**config.mk**
```make
export PLATFORM = sky130hd
export DESIGN_NAME = cbu_branch_unit
export DESIGN_NICKNAME = d
export VERILOG_FILES = /design/src/rtl/cbu_pkg.sv /design/src/rtl/cbu_pin_sync.sv /design/src/rtl/cbu_cond_eval.sv /design/src/rtl/cbu_target_add.sv /design/src/rtl/cbu_branch_unit.sv
export SDC_FILE = /design/constraint.sdc
export NUM_CORES = 1
export LEC_CHECK = 0
export ABC_AREA = 1
export BUFFER_PORTS_ARGS = -buffer_cell sky130_fd_sc_hd__buf_2
export CORE_MARGIN = 5
export CORE_UTILIZATION = 40
export DETAILED_ROUTE_END_ITERATION = 7
export GPL_ROUTABILITY_DRIVEN = 0
export PLACE_DENSITY = 0.72
export SYNTH_ARGS = -nofsm -noshare
export SYNTH_HDL_FRONTEND = slang
export SYNTH_SLANG_ARGS = --single-unit
export TNS_END_PERCENT = 1
```
**constraint.sdc**
```tcl
create_clock -name clk -period 1.9 [get_ports clk]
set_input_delay 0.19 -clock clk [delete_from_list [all_inputs] [get_ports clk]]
set_output_delay 0.19 -clock clk [all_outputs]
set_load 0.02 [all_outputs]
```
**src/rtl/cbu_pkg.sv**
```systemverilog
package cbu_pkg;

    typedef enum logic [2:0] {
        BASE_ALWAYS  = 3'd0,
        BASE_HIGHER  = 3'd1,
        BASE_C_CLEAR = 3'd2,
        BASE_Z_CLEAR = 3'd3,
        BASE_H_CLEAR = 3'd4,
        BASE_N_CLEAR = 3'd5,
        BASE_I_CLEAR = 3'd6,
        BASE_PIN_HI  = 3'd7
    } cond_base_e;

    typedef struct packed {
        logic h;
        logic i;
        logic n;
        logic z;
        logic c;
    } ccr_flags_t;

endpackage

```
**src/rtl/cbu_pin_sync.sv**
```systemverilog
module cbu_pin_sync #(
    parameter int  STAGES    = 2,
    parameter logic IDLE_LVL = 1'b1
) (
    input  logic clk,
    input  logic rst_n,
    input  logic pin_async,
    output logic pin_sync
);
    logic [STAGES-1:0] chain_q;

    generate
        for (genvar s = 0; s < STAGES; s++) begin : g_stage
            if (s == 0) begin : g_first
                always_ff @(posedge clk) begin
                    if (!rst_n) chain_q[0] <= IDLE_LVL;
                    else        chain_q[0] <= pin_async;
                end
            end else begin : g_next
                always_ff @(posedge clk) begin
                    if (!rst_n) chain_q[s] <= IDLE_LVL;
                    else        chain_q[s] <= chain_q[s-1];
                end
            end
        end
    endgenerate

    assign pin_sync = chain_q[STAGES-1];
endmodule

```
**src/rtl/cbu_cond_eval.sv**
```systemverilog
module cbu_cond_eval
    import cbu_pkg::*;
#(
    parameter int SEL_W = 4
) (
    input  logic [SEL_W-1:0] sel,
    input  ccr_flags_t       flags,
    input  logic             pin_lvl,
    output logic             cond_true
);
    cond_base_e base;
    logic       base_hit;

    assign base = cond_base_e'(sel[SEL_W-1:1]);

    always_comb begin
        unique case (base)
            BASE_ALWAYS:  base_hit = 1'b1;
            BASE_HIGHER:  base_hit = ~(flags.c | flags.z);
            BASE_C_CLEAR: base_hit = ~flags.c;
            BASE_Z_CLEAR: base_hit = ~flags.z;
            BASE_H_CLEAR: base_hit = ~flags.h;
            BASE_N_CLEAR: base_hit = ~flags.n;
            BASE_I_CLEAR: base_hit = ~flags.i;
            BASE_PIN_HI:  base_hit = pin_lvl;
            default:      base_hit = 1'b0;
        endcase
    end

    assign cond_true = base_hit ^ sel[0];
endmodule

```
**src/rtl/cbu_target_add.sv**
```systemverilog
module cbu_target_add #(
    parameter int ADDR_W = 16,
    parameter int OFS_W  = 8
) (
    input  logic [ADDR_W-1:0] base_pc,
    input  logic [OFS_W-1:0]  ofs,
    output logic [ADDR_W-1:0] target
);
    localparam int EXT_W = ADDR_W - OFS_W;

    logic [ADDR_W-1:0] ofs_ext;

    assign ofs_ext = {{EXT_W{ofs[OFS_W-1]}}, ofs};
    assign target  = base_pc + ofs_ext;
endmodule

```
**src/rtl/cbu_branch_unit.sv**
```systemverilog
module cbu_branch_unit
    import cbu_pkg::*;
#(
    parameter int ADDR_W      = 16,
    parameter int OFS_W       = 8,
    parameter int SEL_W       = 4,
    parameter int SYNC_STAGES = 2
) (
    input  logic              clk,
    input  logic              rst_n,
    input  logic [SEL_W-1:0]  sel,
    input  logic              flag_h,
    input  logic              flag_i,
    input  logic              flag_n,
    input  logic              flag_z,
    input  logic              flag_c,
    input  logic              irq_pin,
    input  logic [ADDR_W-1:0] fall_pc,
    input  logic [OFS_W-1:0]  offset,
    output logic              taken,
    output logic [ADDR_W-1:0] next_pc
);
    ccr_flags_t        flags;
    logic              pin_lvl;
    logic              cond_true;
    logic [ADDR_W-1:0] target;

    assign flags = '{h: flag_h, i: flag_i, n: flag_n, z: flag_z, c: flag_c};

    cbu_pin_sync #(
        .STAGES   (SYNC_STAGES),
        .IDLE_LVL (1'b1)
    ) u_sync (
        .clk       (clk),
        .rst_n     (rst_n),
        .pin_async (irq_pin),
        .pin_sync  (pin_lvl)
    );

    cbu_cond_eval #(
        .SEL_W (SEL_W)
    ) u_eval (
        .sel       (sel),
        .flags     (flags),
        .pin_lvl   (pin_lvl),
        .cond_true (cond_true)
    );

    cbu_target_add #(
        .ADDR_W (ADDR_W),
        .OFS_W  (OFS_W)
    ) u_add (
        .base_pc (fall_pc),
        .ofs     (offset),
        .target  (target)
    );

    always_comb begin
        taken   = cond_true;
        next_pc = cond_true ? target : fall_pc;
    end
endmodule

```
# [Word-level counts from Yosys, hierarchy flattened]
# Index checks and enable logic that the tools add are counted.
[totals] reg_bits=2 output_inout_bits=17 wordCells=21
[classes] n_reduce_logical=1 n_bitwise=8 addsub=1 n_eq_ne=7 muxes=2
[ops] op="$add A16 B16 Y16" n=1
[ops] op="$mux W16" n=1
[ops] op="$eq A3 B3 Y1 const B" n=4
[ops] op="$pmux W1 S8" n=1
[ops] op="$eq A3 B2 Y1 const B" n=2
[ops] op="$not A1 Y1" n=6
[ops] op="$eq A3 B1 Y1 const B" n=1
[ops] op="$logic_not A3 Y1" n=1
[ops] op="$or A1 B1 Y1" n=1
[ops] op="$xor A1 B1 Y1" n=1

# [Depth between registers and ports, before layout]
[depth] depth_word=5 mapped_depth=12

# [By module]
# From an unflattened synthesis, not the netlist that was laid out.
[hier_totals] hier_cells=258 hier_area_um2=1338.8
[by_module_without_submodules] mod="cbu_target_add" cells_per_inst=176 instances=1 area_each_um2=930.9
[by_module_without_submodules] mod="cbu_branch_unit" cells_per_inst=52 instances=1 area_each_um2=244.0
[by_module_without_submodules] mod="cbu_cond_eval" cells_per_inst=24 instances=1 area_each_um2=108.9
[by_module_without_submodules] mod="cbu_pin_sync" cells_per_inst=6 instances=1 area_each_um2=55.1

# [Worst setup path before layout]
# No wires, ideal clock.
[synth_timing] path_type="input to output" from="in offset[0]" to="out next_pc[10]" path_buffers=0 path_stages=11 required_ns=1.710 path_slack_ns=0.258 arrival_ns=1.452 path_cell_list="ha_1 > fa_1 > nand2_1 > nand2_1 > nand3b_1 > nand2_1 > nand2_1 > nand2_1 > nand2_1 > nand3_1 > nand2_1"
[synth_via] elab_chain_len=2
[synth_lines] element="from (decl)" line="cbu_branch_unit.sv:19" rtl="input logic [OFS_W-1:0] offset,"
[synth_lines] element="$add A16 B16 Y16" line="cbu_target_add.sv:14" rtl="assign target = base_pc + ofs_ext;"
[synth_lines] element="$mux W16" line="cbu_branch_unit.sv:60" rtl="next_pc = cond_true ? target : fall_pc;"
[synth_lines] element="to (decl)" line="cbu_branch_unit.sv:21" rtl="output logic [ADDR_W-1:0] next_pc"
# Every way passes these cells.

# [Worst setup path after layout]
[layout_timing] from="in fall_pc[0]" to="out next_pc[10]"
[layout_via] elab_chain_len=2
[layout_lines] element="from (decl)" line="cbu_branch_unit.sv:18" rtl="input logic [ADDR_W-1:0] fall_pc,"
[layout_lines] element="$add A16 B16 Y16" line="cbu_target_add.sv:14"
[layout_lines] element="$mux W16" line="cbu_branch_unit.sv:60"
# Every way passes these cells.

==> parameters.txt <==
Parameter                              Value

Timing
  Shortest clock period the worst path allows after layout    1.85 ns
  Max-Slew Margin vs Limit    between 80% and 90%
  Actual transition at the worst max-transition pin    between 0.2 and 0.3 ns
  Finish-stage setup viols    0
  Unrepaired setup endpoints after global routing    yes
  Worst clock skew on the final layout    0.00169 ns
  Fin crit share    between 90% and 100%
  Hold Vio Cnt, Final    0
  Worst setup slack after layout    0.0487 ns
  Highest clock frequency the design can meet    540 MHz
  Final count of pins violating max slew    0
  Sum of negative setup slack    0 ns

Clock network
  H-Tree Level Count    1
  Count of hold-fix buffers inserted at cts    0
  Clock Tree Root    clkbuf_4
  Number of sinks driven by the clock tree    2
  Clock Path Buffers    2
  Clk Latency, worst-skew pair    0.22 ns
  CTS clk-pin slew, worst paths    0.03 ns
  Clock tree from TritonCTS    yes
  Num CTS Buffers    3

Worst setup path
  Cells along the critical path    buf_8, ha_4, fa_2, nand2_2, nand2_1, nand3b_1, nand2_2, nand2_2, nand2_1, nand2_1, nand3_1, nand2_1, buf_6
  Cell seen most often among critical-path stages    nand2_1
  Worst endpoint data arrival time    around 1.7 ns
  Slack of the worst reg-to-reg path    1.43 ns
  Critical-path top delay cell    fa_2
  Delay of the slowest critical-path stage    approximately 0.40 ns
  Max FO, Critical Path    3
  Kind of critical path    in -> out
  WP data required    1.71 ns
  CP endpoint kind    primary output
  Nature of the critical path startpoint    input pin

Routing
  DRT iter0 DRCs    51
  Drt wl/cell    9.69 um
  Number of vias in the routed layout    between 1500 and 2000
  DRT antenna net count    0
  Total iterations of the first detailed-routing run    4
  Final wirelength    approximately 3.4 mm
  Final routed DRC violation total    0
  Number of vias per cell after detailed routing    about 4.5

Finish
  Area delta synth->final    37.8%
  Multi-input combinational cell area    between 1000 and 1500 um^2
  Post-route cell area    between 1500 and 2000 um^2
  Number of antenna repair diodes    0
  Ratio of cells with drive above 1 in the final layout    between 20% and 30%
  Sequential cell area    around 40 um^2
  Total number of nets in the final design    roughly 360
  Filler Cell Count    approximately 350

Global route
  Wire length of the first global-routing pass    5.24 mm
  Number of global-route vias before repair    roughly 1400
  Total global routing overflow    0
  Global Route Usage Sum    between 10 and 15%
  Largest net degree at the start of global routing    19
  Antenna violations before repair    0

Place
  Instance area at placement    1560 um^2
  HPWL after DPL    between 2 and 3 mm
  Post-Place Worst Slack    -0.0301 ns
  Port buffer count    52

Yosys
  Mean cell area of the mapped netlist    between 4 and 5 um^2
  Syn Std Cell Area    roughly 1300 um^2
  Synthesis Warnings    0
  Seq cells post-synth    2
  Synthesized netlist net count    306
  Synth unique cells    21
  Number of standard cells after synthesis    approximately 250
  Share of synthesized area occupied by flip-flops and latches    between 3 and 4%

Die
  Die span in y    between 60 and 70 um
  IO Pins    53
  Floorplan row count    20
  Initial cell density of the core    between 40% and 50%
  X dimension of the die    roughly 66 um
  Area of the core region    about 3100 um^2
  Area enclosed by the die boundary    around 4400 um^2

Pwr
  Post-route total power    0.749 mW
  Total power per unit cell area    about 430 nW/um^2
  VDD IR-drop max    approximately 340 uV
  Total leakage power    1.11 nW

Flow run
  Maximum Capacitance Violations    0

Status
  Result of the run    completed

Min path
  Worst hold path class    in -> reg
## cell families after synthesis
kind of cell             after synthesis  synth area share [%]
AO/OA/AOI/OAI                          8                  3.15
XOR/XNOR                               7                  4.83
adder cells (fa/ha/maj)               16                  16.4
buffers and inverters                 48                  15.6
flip-flops                             2                  3.15
AND/OR/NAND/NOR                      173                  56.9
## placed cells by master, fill, tap and decap left out, drive strengths merged
cell,n
a21oi,8
and2,2
buf,53
clkbuf,3
dfxtp,2
fa,1
ha,15
inv,46
nand2,130
nand3,18
nand3b,5
nand4,3
nor2,12
nor3,1
or2,2
xnor2,2
xor2,5
## flip-flops by register name, summed over array words and instances, names as in the netlist
register,flops
u_sync.pin_sync,1
u_sync.chain_q,1
## report_power, final
group / total (mW) / internal (mW) / switching (mW)
sequential: 0.0448 / 0.0443 / 0.000447
combinational: 0.613 / 0.247 / 0.366
clock: 0.0920 / 0.0695 / 0.0225
## per-stage QoR
stage / hold slack (ns) / util [%] / std cells
floorplan: 0.259 / - / 254
global placement: 0.362 / 51.2 / 348
detailed placement: 0.365 / 51.2 / 348
CTS: 0.134 / 52.1 / 351
global route: 0.150 / 57.3 / 352
finish: 0.138 / 57.3 / 352
## layer usage
metal,share of wire [%],GRT usage [%],up-vias
met1,47,17.7,664
met4,0.59,2.54,0
li1,-,-,884
met3,4.5,1.53,3
met2,48,27.1,36
met5,0,0,-
## layout make-up
cell class | instances | area share [%]
multi-input combinational | 204 | 65.7
timing repair buffer | 53 | 17.6
inverter | 46 | 10.0
tap | 44 | 3.15
sequential | 2 | 2.29
clock buffer | 3 | 1.29
## what timing repair did
item / 4_1_cts / 5_1_grt
endpoints found under the setup margin: 2 / 9
pin swaps: 0 / 8
gates resized for setup: 2 / 30
setup buffers: 0 / 1
endpoints found under the hold margin: 0 / 0
cloned: 0 / 0
## worst max-delay path: cells and delay by family
kind          cells  cell delay [ns]
fa+ha+maj         2             0.56
buf+inv           2             0.22
simple gates      9             0.72
## cell usage after synthesis (all sizes together)
library cell	count	area share, %
nor2	12	3.5
xor2	5	3.4
and2	2	0.99
nor3	1	0.39
inv	46	14
a21oi	8	3.2
buf	2	1.8
nand2	130	39
dfxtp	2	3.2
nand4	3	1.5
fa	1	1.6
ha	15	15
xnor2	2	1.4
nand3b	5	3.3
or2	2	0.99
nand3	18	7.1
## path summary, 6_finish.rpt
path | depth (start not counted) | start | endpoint
worst max-delay path | 13 | fall_pc[0] | next_pc[10]
worst min-delay path | 3 | irq_pin | u_sync.chain_q[0]
worst max register to register | 2 | u_sync.chain_q[0] | u_sync.pin_sync
worst min register to register | 2 | u_sync.chain_q[0] | u_sync.pin_sync
Note: power is estimated with default switching activity, not from simulation.
